[src/rtl/nrd_pkg.sv]
package nrd_pkg;

    localparam int NW = 4;
    localparam int XW = 8;

    typedef enum logic [1:0] {
        OP_CMPN = 2'd0,
        OP_CMPX = 2'd1,
        OP_DECN = 2'd2,
        OP_SWAP = 2'd3
    } nrd_op_e;

    typedef struct packed {
        logic          valid;
        logic          flag_we;
        logic          zero;
        logic          borrow;
        logic          wr_lhs;
        logic [NW-1:0] lhs_data;
        logic          wr_rhs;
        logic [NW-1:0] rhs_data;
        logic          idx_inc;
    } nrd_res_t;

    // Effective modulus: a radix code of zero stands for 2**NW.
    function automatic logic [NW:0] radix_of(input logic [NW-1:0] code);
        logic [NW:0] full;
        full = {1'b1, {NW{1'b0}}};
        return (code == '0) ? full : {1'b0, code};
    endfunction

endpackage

[src/rtl/nrd_cmp.sv]
module nrd_cmp #(
    parameter int W = 4
) (
    input  logic [W-1:0] a,
    input  logic [W-1:0] b,
    output logic         zero,
    output logic         borrow
);
    logic [W:0] diff;

    always_comb begin
        diff   = {1'b0, a} - {1'b0, b};
        borrow = diff[W];
        zero   = (diff[W-1:0] == '0);
    end
endmodule

[src/rtl/nrd_rdec.sv]
module nrd_rdec
    import nrd_pkg::*;
(
    input  logic [NW-1:0] val,
    input  logic [NW-1:0] radix,
    output logic [NW-1:0] res,
    output logic          zero,
    output logic          borrow
);
    logic [NW:0]   modn;
    logic [NW:0]   gap;
    logic [NW-1:0] step;

    always_comb begin
        modn = radix_of(radix);
        gap  = {1'b1, {NW{1'b0}}} - modn;
        step = val - NW'(1);
        if (val == '0) begin
            res    = NW'(modn - (NW+1)'(1));
            borrow = 1'b1;
        end else begin
            borrow = 1'b0;
            if ({1'b0, step} >= modn)
                res = step - gap[NW-1:0];
            else
                res = step;
        end
        zero = (res == '0);
    end
endmodule

[src/rtl/nrd_sel.sv]
module nrd_sel
    import nrd_pkg::*;
(
    input  logic          valid,
    input  nrd_op_e       op,
    input  logic          postinc,
    input  logic [NW-1:0] lhs,
    input  logic [NW-1:0] rhs,
    input  logic          cn_zero,
    input  logic          cn_borrow,
    input  logic          cx_zero,
    input  logic          cx_borrow,
    input  logic [NW-1:0] dec_res,
    input  logic          dec_zero,
    input  logic          dec_borrow,
    output nrd_res_t      res
);
    always_comb begin
        res       = '0;
        res.valid = valid;
        if (valid) begin
            unique case (op)
                OP_CMPN: begin
                    res.flag_we = 1'b1;
                    res.zero    = cn_zero;
                    res.borrow  = cn_borrow;
                    res.idx_inc = postinc;
                end
                OP_CMPX: begin
                    res.flag_we = 1'b1;
                    res.zero    = cx_zero;
                    res.borrow  = cx_borrow;
                end
                OP_DECN: begin
                    res.flag_we  = 1'b1;
                    res.zero     = dec_zero;
                    res.borrow   = dec_borrow;
                    res.wr_lhs   = 1'b1;
                    res.lhs_data = dec_res;
                    res.idx_inc  = postinc;
                end
                OP_SWAP: begin
                    res.wr_lhs   = 1'b1;
                    res.lhs_data = rhs;
                    res.wr_rhs   = 1'b1;
                    res.rhs_data = lhs;
                    res.idx_inc  = postinc;
                end
                default: res = '0;
            endcase
        end
    end
endmodule

[src/rtl/nrd_unit.sv]
module nrd_unit
    import nrd_pkg::*;
(
    input  logic          clk,
    input  logic          rst,
    input  logic          in_valid,
    input  logic [1:0]    in_op,
    input  logic          in_postinc,
    input  logic [XW-1:0] in_lhs,
    input  logic [XW-1:0] in_rhs,
    input  logic [NW-1:0] in_radix,
    output logic          out_valid,
    output logic          out_flag_we,
    output logic          out_zero,
    output logic          out_borrow,
    output logic          out_wr_lhs,
    output logic [NW-1:0] out_lhs_data,
    output logic          out_wr_rhs,
    output logic [NW-1:0] out_rhs_data,
    output logic          out_idx_inc
);
    nrd_op_e       op;
    logic          cn_zero, cn_borrow, cx_zero, cx_borrow;
    logic [NW-1:0] dec_res;
    logic          dec_zero, dec_borrow;
    nrd_res_t      nxt, cur;

    assign op = nrd_op_e'(in_op);

    nrd_cmp #(.W(NW)) u_cmpn (
        .a(in_lhs[NW-1:0]), .b(in_rhs[NW-1:0]),
        .zero(cn_zero), .borrow(cn_borrow)
    );

    nrd_cmp #(.W(XW)) u_cmpx (
        .a(in_lhs), .b(in_rhs),
        .zero(cx_zero), .borrow(cx_borrow)
    );

    nrd_rdec u_rdec (
        .val(in_lhs[NW-1:0]), .radix(in_radix),
        .res(dec_res), .zero(dec_zero), .borrow(dec_borrow)
    );

    nrd_sel u_sel (
        .valid(in_valid), .op(op), .postinc(in_postinc),
        .lhs(in_lhs[NW-1:0]), .rhs(in_rhs[NW-1:0]),
        .cn_zero(cn_zero), .cn_borrow(cn_borrow),
        .cx_zero(cx_zero), .cx_borrow(cx_borrow),
        .dec_res(dec_res), .dec_zero(dec_zero), .dec_borrow(dec_borrow),
        .res(nxt)
    );

    always_ff @(posedge clk) begin
        if (rst) cur <= '0;
        else     cur <= nxt;
    end

    assign out_valid    = cur.valid;
    assign out_flag_we  = cur.flag_we;
    assign out_zero     = cur.zero;
    assign out_borrow   = cur.borrow;
    assign out_wr_lhs   = cur.wr_lhs;
    assign out_lhs_data = cur.lhs_data;
    assign out_wr_rhs   = cur.wr_rhs;
    assign out_rhs_data = cur.rhs_data;
    assign out_idx_inc  = cur.idx_inc;
endmodule

[config.mk]
export PLATFORM = sky130hd
export DESIGN_NAME = nrd_unit
export DESIGN_NICKNAME = d
export VERILOG_FILES = /design/src/rtl/nrd_pkg.sv /design/src/rtl/nrd_cmp.sv /design/src/rtl/nrd_rdec.sv /design/src/rtl/nrd_sel.sv /design/src/rtl/nrd_unit.sv
export SDC_FILE = /design/constraint.sdc
export NUM_CORES = 1
export LEC_CHECK = 0
export BUFFER_PORTS_ARGS = -buffer_cell sky130_fd_sc_hd__buf_2
export CAP_MARGIN = 20
export CORE_ASPECT_RATIO = 1.5
export CORE_UTILIZATION = 53
export CTS_BUF_LIST = sky130_fd_sc_hd__clkbuf_4
export CTS_CLUSTER_SIZE = 40
export DETAILED_ROUTE_END_ITERATION = 8
export PLACE_DENSITY = 0.79
export SLEW_MARGIN = 20
export SYNTH_ARGS = -nofsm -noshare
export SYNTH_HDL_FRONTEND = slang
export SYNTH_HIERARCHICAL = 1
export SYNTH_SLANG_ARGS = --single-unit
[constraint.sdc]
create_clock -name clk -period 6.05 [get_ports clk]
set_input_delay 1.21 -clock clk [delete_from_list [all_inputs] [get_ports clk]]
set_output_delay 1.21 -clock clk [all_outputs]
set_load 0.02 [all_outputs]
# Yosys cells after proc, flatten, opt, wreduce, memory -nomap -nowiden
# Index checks and enable logic that the tools add are counted.
# word_totals
rom_bits	0
elab_cells	41
memories	0
in_bits	26
latch_bits	0
output_inout_bits	15
ram_bits	0
ff_bits	15
# op_classes
reduce_logical	10
add_sub_neg	6
mul	0
order_cmp	1
mux	9
bitwise	3
div	0
n_eq_ne	3
shift	0
# ops
cell	count
4-bit logical NOT	4
15-bit two-way mux	1
5-bit two-way mux	2
5-bit one-hot mux with 2 select lines	1
3-bit one-hot mux with 3 select lines	1
3-bit OR reduction	3
8-bit by 8-bit subtractor with 9-bit output	1
8-bit logical NOT	1
4-bit two-way mux	2
4-bit by 1-bit subtractor with 4-bit output, second input constant	2
4-bit by 5-bit greater-or-equal comparator with 1-bit output	1
4-bit by 4-bit subtractor with 5-bit output	1
2-bit equality test, second input constant	2
1-bit by 4-bit subtractor with 4-bit output, first input constant	1
4-bit subtractor	1
1-bit inverter	3
2-bit by 1-bit equality test with 1-bit output, second input constant	1
2-bit logical NOT	1
1-bit two-way mux	2
2-bit OR reduction	1

# Depth between registers and ports, before layout
# Gate-level depths: netlist of the first run.
# depth
ltp_word	9
ltp_mapped	16
mapped_depth_nobuf	15

# By module
# The synthesis of the first run kept the hierarchy.
# by_module_without_submodules
module	cells_per_inst	n_inst	area_per_inst_um2	seq_area_each_um2
nrd_rdec	70	1	540.5	0.0
nrd_unit	31	1	432.9	300.3
nrd_cmp at u_cmpx	51	1	356.6	0.0
nrd_sel	29	1	191.4	0.0
nrd_cmp at u_cmpn	20	1	157.7	0.0

# Worst setup path after synthesis of the first run
# Ideal clock, no wire load.
# synth_path
kind	input-to-reg
startpoint	input port in_radix[0]
endpoint	register cur (netlist bit out_zero)
arrival_time_ns	3.706
required_time_ns	5.988
setup_slack_ns	2.282
stages	15
setup_ns	0.062
n_path_buf	1
cell_sequence	inv_1 > ha_1 > and3_2 > buf_6 > nor2_1 > ha_1 > a211o_1 > a31oi_1 > a21oi_1 > o221ai_1 > nand3_2 > nor4_2 > nand2_1 > o32ai_1 > nor2b_2
# synth_via
elab_chain_cells	8
elab_cells_between_ends	10
classes_between	add/sub (3); order compare (1); mux (4); reduce/logical (2)
# synth_rtl
element	line	rtl
start: declaration	nrd_unit.sv:11	input logic [NW-1:0] in_radix,
4-bit logical NOT	nrd_pkg.sv:29	return (code == '0) ? full : {1'b0, code};
5-bit two-way mux (*)	nrd_pkg.sv:29	
1-bit by 4-bit subtractor with 4-bit output	nrd_rdec.sv:16	gap = {1'b1, {NW{1'b0}}} - modn;
4-bit subtractor	nrd_rdec.sv:24	res = step - gap[NW-1:0];
4-bit two-way mux	nrd_rdec.sv:23	if ({1'b0, step} >= modn)
4-bit two-way mux (*)	nrd_rdec.sv:18	if (val == '0) begin
named net dec_res[2]	nrd_unit.sv:24	logic [NW-1:0] dec_res;
4-bit logical NOT (*)	nrd_rdec.sv:28	zero = (res == '0);
named net dec_zero	nrd_unit.sv:25	logic dec_zero, dec_borrow;
3-bit one-hot mux with 3 select lines (*)	nrd_sel.sv:22	unique case (op)
end signal: assignment	nrd_unit.sv:56	else cur <= nxt;
end: declaration	nrd_unit.sv:26	nrd_res_t nxt, cur;
# Mark *: on every way through the listed nets, which the timed path passes. The rest lies on a longest branch.
# A chain may end at the register's enable or synchronous reset.

# Worst setup path after layout of the first run
# Same ends and word-level chain as after synthesis.

==> flow_summary_export.csv, run 1 <==
group,metric,value,unit
floorplan,initial_core_util,56.5,%
routing,drcViolationCount,0,
critical_path,crit_path_max_fanout,10,
critical_path,cp-end-kind,"flop",
power_and_ir_drop,p_leak,0.000992,uW
clocking,clock-sinks,15,
placement,dp_slack,1990,ps
critical_path,cp_num_buf_inv,2,
clocking,clk_pin_slew,80,ps
routing,wirelength,3360,microns
grt,antenna_found_initial,0,
placement,hpwl,2830,microns
timing,holdWs,1250,ps
worst_hold_path,hold_class,"input pin to flop",
critical_path,crit_family,"simple AND/OR/NAND/NOR gates",
yosys,synthArstFlopShare,0,%
routing,drtAntennaViolNets,0,
floorplan,io-pin-count,41,
floorplan,fp.dieArea,0.00340,sq mm
power_and_ir_drop,clkPwrFrac,18.4,%
grt,grt_pass1_vias,1378,
clocking,postCtsSetupBuffers,0,
timing,setup_ws,2260,ps
outcome,status,"finished, final reports clean",
timing,period_share,62.6,%
critical_path,arrival,4010,ps
grt,grt_max_degree,16,
yosys,synth.most_common_cell,"inv_1",
timing,setup_viol,0,
routing,vias,1463,
routing,viasPerCell,5.24,
timing,rsz0062_at_grt,"no",
critical_path,max_stage_delay,290,ps
yosys,syn_inst,201,
yosys,synth_seq_area_share,17.9,%
layout,antenna-diode-count,0,
yosys,synth_seq_cells,15,
clocking,ctsResizeCount,0,
layout,area_delta_synth_final,13.8,%
power_and_ir_drop,power.share.combinational,46.7,%
timing,slew_headroom,67.4,%
power_and_ir_drop,netSwitchingFraction,36.3,%
yosys,synth_commonest_cells,"27 x inv_1, 22 x ha_1, 15 x dfxtp_1",
clocking,clockBufferDepth,2,
power_and_ir_drop,power,293,uW
floorplan,die_w,48.0,microns
yosys,ys.flop_type,"dfxtp_1",
clocking,htreeDepth,1,
floorplan,die_y,70.9,microns
layout,drive_gt1_share,27.9,%
timing,max_freq,264,MHz
power_and_ir_drop,p_per_area,154,mW/mm^2
flow_run,maxCapViolCount,0,
placement,io_buffers,40,
yosys,synth_edf_count,0,
routing,post_drt_wl_per_cell,12.0,microns
floorplan,num_rows,24,
layout,final_nets,292,
grt,grt_use_total,22.4,%
yosys,synthesis.nets,252,
critical_path,critical_path_class,"input pin to flop",
yosys,synth_largest_area_cell,"dfxtp_1",
timing,finalSetupTns,0,ps
placement,dpl.cell_count,275,
power_and_ir_drop,p_sw,107,uW
yosys,synth_top_cells_by_area,"dfxtp_1 18%, ha_1 16%, inv_1 6.0%",
power_and_ir_drop,seq_power_share,35.0,%
critical_path,slowest_stage,"ha_1",
timing,hold_viol_final,0,
yosys,synth_warnings,6,
clocking,hold_buffers,0,
power_and_ir_drop,ir_drop,93.2,uV
placement,gp_congestion,0.821,
timing,maxSlewViolCount,0,
timing,period_needed,3790,ps
yosys,synth_area,0.00168,sq mm
power_and_ir_drop,p_int,187,uW
critical_path,startpoint_type,"input pin",
layout,stdcell_count,279,
timing,worst_pin_slew,487,ps
yosys,synthDominantCellAreaShare,17.9,%
clocking,numCtsBuffers,3,
critical_path,cp.required,6270,ps
critical_path,crit_chain,"buf_2 > inv_1 > ha_1 > and3_2 > nor2_1 > ha_1 > a211o_1 > a31oi_1 > a21oi_1 > o221ai_1 > nand3_2 > nor4_2 > nand2_1 > o32ai_1 > nor2b_2",
yosys,synth_cell_types,55,
critical_path,setup.worst_path.start,"in_radix[0]",
yosys,synth_area_per_cell,8.35,sq um
clocking,cts_tree,"done",
critical_path,crit_path_end,"out_zero",
critical_path,cp_num_cells,15,
critical_path,cpMostUsedCell,"ha_1",
grt,grt_pass1_wl,5690,microns
grt,grt-ovfl-total,0,
clocking,cts-root-buf,"clkbuf_4",
routing,first_iter_violations,19,
routing,drtPass1Iterations,4,
floorplan,core_area,0.00297,sq mm
[worst min-delay path by stage]
stage | from | to | slack [ps] | depth (start not counted)
after CTS | in_valid | out_valid | 1250 | 2
after global placement | in_valid | out_valid | 1530 | 2
after global routing | in_valid | out_valid | 1260 | 2
final | in_valid | out_valid | 1250 | 2
after floorplan | rst | out_rhs_data[3] | 1400 | 1
after detailed placement | in_valid | out_valid | 1540 | 2
[power by group through the flow]
stage                     Combinational [uW]  Sequential [uW]  Clock, uW
after floorplan                         98.3              110          0
after global placement                   134              105          0
after detailed placement                 136              105          0
after CTS                                137              103       55.5
after global routing                     154              103       61.3
final                                    137              103       53.9
[state kept, by name (all words and copies together) (netlist names)]
name / cells
out_borrow: 1
out_lhs_data: 4
out_flag_we: 1
out_wr_lhs: 1
out_idx_inc: 1
out_wr_rhs: 1
out_zero: 1
out_valid: 1
out_rhs_data: 4
[kinds of logic (layout without fill, tap and decap cells)]
kind of cell,Yosys count,count (layout),synth area share (%)
AO/OA/AOI/OAI,42,42,17.2
XOR/XNOR,12,12,6.26
adder cells (fa/ha/maj),25,25,20.0
buffers and inverters,32,71,8.72
flip-flops,15,15,17.9
multiplexers,7,7,4.17
AND/OR/NAND/NOR,68,68,25.8
[per-stage QoR]
| step | instance area (sq um) | utilization (%) |
|---|---|---|
| 6_report | 1910 | 64.3 |
| 5_1_grt | 1910 | 64.3 |
| 4_1_cts | 1910 | 64.3 |
| 3_5_place_dp | 1880 | 63.3 |
| 3_3_place_gp | 1880 | 63.3 |
| 2_1_floorplan | 1680 | - |
[area by class of cell]
cell class              count  area, sq um
clock buffers               3         22.5
clock inverters             1         5.00
fillers                   280         1060
inverters                  27          101
multi-input cells         154         1230
flip-flops and latches     15          300
well taps                  39         48.8
repair buffers             40          200
[metal layers]
layer  track usage (%)  wire length (microns)
met1              26.3                   1420
met4              7.41                     68
met2              40.2                   1780
met5                 0                      0
met3              1.02                     94
[layout by cell type (no fill, tap or decap), types with 2 or more instances in the layout]
master / synthesis / final
buf_2: 0 / 40
mux2i_1: 7 / 7
o21ai_0: 7 / 7
xor2_1: 8 / 8
nor3_1: 5 / 5
fa_1: 3 / 3
o21a_1: 4 / 4
nor4_1: 2 / 2
dfxtp_1: 15 / 15
and2b_1: 3 / 3
or2b_2: 2 / 2
ha_1: 22 / 22
a21oi_1: 10 / 10
and2b_2: 3 / 3
nor2b_1: 4 / 4
a31oi_1: 2 / 2
clkbuf_4: 0 / 3
nand2_1: 9 / 9
o31ai_1: 2 / 2
nand3_1: 3 / 3
o21bai_1: 2 / 2
xnor2_1: 4 / 4
nor2b_2: 7 / 7
nor2_1: 13 / 13
and2_1: 4 / 4
inv_1: 27 / 27
No activity file was read; power rests on OpenSTA's default activity.
==> run 2: changes to the inputs <==
==> constraint.sdc (replaced) <==
create_clock -name clk -period 3.9 [get_ports clk]
set_input_delay 0.78 -clock clk [delete_from_list [all_inputs] [get_ports clk]]
set_output_delay 0.78 -clock clk [all_outputs]
set_load 0.02 [all_outputs]
==> run 2 against run 1 <==
Die area unchanged. Clock-buffer cell count did not move. Worst setup slack lost 1700 ps. Non-clock buffer count stayed put. Via count grew 0.48%. Clock power increased by 53%. Worst hold slack got worse by 440 ps. Flip-flop and latch count unchanged. Cell count is the same. Sequential share of layout area did not move. Total power up 55%. Critical endpoint unchanged.
==> flow_summary_export.csv, run 2 (synthesis gave the netlist of run 1 again) <==
group,metric,value,unit
outcome,status,"finished, final reports clean",
floorplan,die_w,48.0,microns
floorplan,num_rows,24,
power_and_ir_drop,clkPwrFrac,18.1,%
floorplan,core_area,0.00297,sq mm
power_and_ir_drop,p_sw,164,uW
power_and_ir_drop,ir_drop,156,uV
layout,area_delta_synth_final,13.8,%
critical_path,critical_path_class,"input pin to flop",
timing,period_needed,3340,ps
clocking,cts_tree,"done",
critical_path,arrival,3560,ps
grt,grt-ovfl-total,0,
critical_path,slowest_stage,"ha_1",
timing,slew_headroom,67.9,%
critical_path,cpMostUsedCell,"ha_1",
critical_path,max_stage_delay,290,ps
clocking,clock-sinks,15,
floorplan,die_y,70.9,microns
layout,fin_util,64.3,%
power_and_ir_drop,p_int,290,uW
flow_run,maxCapViolCount,0,
routing,wirelength,3350,microns
layout,final_cell_mix,"40 x buf_2, 27 x inv_1, 22 x ha_1",
power_and_ir_drop,power,455,uW
grt,grt_pass1_vias,1440,
timing,maxSlewViolCount,0,
grt,grt_use_total,23.0,%
clocking,clockBufferDepth,2,
routing,post_drt_wl_per_cell,12.0,microns
timing,max_freq,299,MHz
grt,grt_pass1_wl,5830,microns
floorplan,initial_core_util,56.5,%
routing,drtPass1Iterations,4,
routing,drtAntennaViolNets,0,
timing,setup_viol,0,
layout,final_nets,292,
clocking,numCtsBuffers,3,
floorplan,io-pin-count,41,
layout,antenna-diode-count,0,
clocking,ctsResizeCount,0,
critical_path,crit_path_max_fanout,10,
timing,worst_pin_slew,479,ps
timing,finalSetupTns,0,ps
critical_path,cp.required,4120,ps
power_and_ir_drop,p_leak,0.000992,uW
timing,hold_viol_final,0,
layout,mostFrequentLayoutCell,"buf_2",
critical_path,startpoint_type,"input pin",
critical_path,cp-end-kind,"flop",
power_and_ir_drop,p_per_area,238,mW/mm^2
worst_hold_path,hold_class,"input pin to flop",
worst_hold_path,hold_path_depth,2,
routing,vias,1470,
timing,period_share,85.6,%
grt,antenna_found_initial,0,
placement,gp_congestion,0.847,
power_and_ir_drop,netSwitchingFraction,36.2,%
clocking,postCtsSetupBuffers,0,
routing,first_iter_violations,15,
timing,rsz0062_at_grt,"no",
power_and_ir_drop,power.share.combinational,46.9,%
routing,viasPerCell,5.27,
clocking,hold_buffers,0,
critical_path,crit_chain,"buf_2 > inv_1 > ha_1 > and3_2 > nor2_1 > ha_1 > a211o_1 > a31oi_1 > a21oi_1 > o221ai_1 > nand3_2 > nor4_2 > nand2_1 > o32ai_1 > nor2b_2",
power_and_ir_drop,seq_power_share,35.0,%
clocking,cts-root-buf,"clkbuf_4",
routing,drcViolationCount,0,
placement,hpwl,2850,microns
floorplan,fp.dieArea,0.00340,sq mm
placement,io_buffers,40,
clocking,clk_pin_slew,80,ps
clocking,htreeDepth,1,
layout,drive_gt1_share,27.9,%
grt,grt_max_degree,16,
==> run 2: cell counts in the layout (fill, tap and decap cells not counted) <==
No cell type changed its count.
==> run 2: power by group through the flow <==
stage	logic [uW]	registers, uW	clock network, uW
floorplan	152	170	0
global placement	207	163	0
detailed placement	212	163	0
CTS	213	159	85.2
global route	240	160	97.8
finish	213	159	82.4
==> run 2: cell type report <==
type,instances,area [sq um]
multi-input cells,154,1230
fillers,290,1060
flip-flops and latches,15,300
repair buffers,40,200
inverters,27,101
well taps,39,48.8
clock buffers,3,22.5
clock inverters,1,5.00
==> run 2: worst paths after layout <==
| path | slack (ps) | to | from |
|---|---|---|---|
| worst max-delay path | 560 | out_zero | in_radix[0] |
| worst min-delay path | 820 | out_valid | in_valid |
==> run 2: per-stage QoR <==
step | std cells | cell area [sq um] | setup WS, ps | hold slack (ps)
floorplan | 201 | 1680 | 562 | 970
global placement | 275 | 1880 | 388 | 1100
detailed placement | 275 | 1880 | 280 | 1090
CTS | 279 | 1910 | 577 | 804
global route | 279 | 1910 | 310 | 814
finish | 279 | 1910 | 561 | 816
==> run 2: worst max-delay path, delay by kind of cell <==
kind,cells,cell delay [ps]
fa+ha+maj,2,520
buf+inv,2,170
compound gates,5,970
simple gates,6,1100
==> run 2: per-layer routing <==
metal,part of all wire (%),GRT usage (%)
met3,2.9,1.02
met5,0,0
met1,42,26.8
met2,51,40.2
met4,3.6,10.5
==> run 3: changes to the inputs <==
==> constraint.sdc (replaced) <==
create_clock -name clk -period 3.9 [get_ports clk]
set_input_delay 0.39 -clock clk [delete_from_list [all_inputs] [get_ports clk]]
set_output_delay 0.39 -clock clk [all_outputs]
set_load 0.02 [all_outputs]
==> run 3 against run 2 <==
Global-route usage is 0.37 points lower. Via count is 0.14% higher. First-iteration DRC count is 33% higher. Sequential share of layout area stayed put. Sequential power hardly changed. Largest cell class unchanged.
==> flow_summary_export.csv, run 3 (synthesis gave the netlist of run 1 again) <==
group,metric,value,unit
outcome,status,"finished, final reports clean",
worst_hold_path,hold_class,"input pin to flop",
power_and_ir_drop,p_per_area,237,mW/mm^2
clocking,clk_pin_slew,80,ps
clocking,htreeDepth,1,
clocking,clock-sinks,15,
timing,finalSetupTns,0,ps
floorplan,initial_core_util,56.5,%
floorplan,fp.dieArea,0.00340,sq mm
clocking,cts-root-buf,"clkbuf_4",
layout,ff_latch_area,300,sq um
grt,grt_use_met2,40.1,%
critical_path,max_stage_delay,290,ps
critical_path,startpoint_type,"input pin",
placement,io_buffers,40,
grt,gr-usage-met3,1.28,%
routing,vias,1472,
timing,hold_viol_final,0,
floorplan,core_area,0.00297,sq mm
grt,grt-ovfl-total,0,
grt,grt_pass1_wl,5720,microns
flow_run,maxCapViolCount,0,
critical_path,cpMostUsedCell,"ha_1",
layout,final_cell_mix,"40 x buf_2, 27 x inv_1, 22 x ha_1",
routing,drtPass1Iterations,4,
clocking,ctsResizeCount,0,
grt,grt-busiest-layer,"met2",
placement,hpwl,2800,microns
critical_path,slowest_stage,"ha_1",
timing,max_freq,335,MHz
layout,stdcell_count,279,
floorplan,num_rows,24,
layout,multiInputGateArea,0.00123,sq mm
placement,dp_slack,658,ps
critical_path,cp-end-kind,"flop",
routing,drtAntennaViolNets,0,
grt,grt_use_total,22.6,%
placement,dpl.cell_count,275,
timing,worst_pin_slew,461,ps
timing,maxSlewViolCount,0,
routing,post_drt_wl_per_cell,11.9,microns
layout,drive_gt1_share,27.9,%
clocking,numCtsBuffers,3,
routing,wirelength,3320,microns
critical_path,arrival,3200,ps
placement,gp_congestion,0.819,
grt,grt_pass1_vias,1391,
critical_path,crit_path_end,"out_zero",
timing,period_needed,2980,ps
critical_path,setup.worst_path.start,"in_radix[0]",
grt,grt_max_degree,16,
layout,mostFrequentLayoutCell,"buf_2",
timing,setup_ws,916,ps
critical_path,crit_path_max_fanout,10,
clocking,hold_buffers,0,
clocking,cts_tree,"done",
clocking,clockBufferDepth,2,
floorplan,die_y,70.9,microns
layout,fin_util,64.3,%
layout,final_nets,292,
grt,grt_util_met1,26.3,%
critical_path,cp.required,4120,ps
floorplan,io-pin-count,41,
critical_path,crit_chain,"buf_2 > inv_1 > ha_1 > and3_2 > nor2_1 > ha_1 > a211o_1 > a31oi_1 > a21oi_1 > o221ai_1 > nand3_2 > nor4_2 > nand2_1 > o32ai_1 > nor2b_2",
power_and_ir_drop,ir_drop,156,uV
power_and_ir_drop,p_leak,0.000992,uW
timing,setup_viol,0,
critical_path,critical_path_class,"input pin to flop",
layout,area_delta_synth_final,13.8,%
routing,first_iter_violations,20,
timing,rsz0062_at_grt,"no",
timing,period_share,76.5,%
layout,fillers,298,
layout,antenna-diode-count,0,
floorplan,die_w,48.0,microns
clocking,postCtsSetupBuffers,0,
routing,viasPerCell,5.28,
timing,slew_headroom,69.1,%
grt,antenna_found_initial,0,
routing,drcViolationCount,0,
run 3: cell counts in the layout (fill, tap and decap cells not counted):
No cell type changed its count.
run 3: power breakdown:
group / leakage, uW / internal [uW] / total [uW] / switching [uW]
combinational: 0.000852 / 93.5 / 213 / 119
clock: 0.0000177 / 38.0 / 81.9 / 43.9
sequential: 0.000122 / 158 / 159 / 0.886
run 3: final cells by class:
| class | count | area share (%) |
|---|---|---|
| clock buffer | 3 | 1.18 |
| clock inverter | 1 | 0.262 |
| inverter | 27 | 5.30 |
| multi-input combinational | 154 | 64.5 |
| sequential | 15 | 15.7 |
| tap | 39 | 2.55 |
| timing repair buffer | 40 | 10.5 |
run 3: worst min-delay path by stage:
stage               slack (ps)  startpoint              end  depth (start not counted)
floorplan                  580         rst  out_rhs_data[3]                          1
global placement           710    in_valid        out_valid                          2
detailed placement         720    in_valid        out_valid                          2
CTS                        430    in_valid        out_valid                          2
global route               440    in_valid        out_valid                          2
finish                     440    in_valid        out_valid                          2
run 3: routing by layer:
metal | wire length, microns | up-vias
li1 | - | 766
met1 | 1400 | 657
met2 | 1750 | 41
met3 | 98 | 8
met4 | 78 | 0
met5 | 0 | -
run 3: metrics by stage:
step                power, uW  hold slack (ps)  area [sq um]
floorplan                 322              580          1680
global placement          370              712          1880
detailed placement        374              720          1880
CTS                       457              429          1910
global route              494              445          1910
finish                    454              437          1910
run 3: worst max-delay path, delay by kind of cell:
kind | cells | cell delay (ps)
AND/OR/NAND/NOR | 6 | 1120
AO/OA/AOI/OAI | 5 | 980
adder cells (fa/ha/maj) | 2 | 520
buffers and inverters | 2 | 180
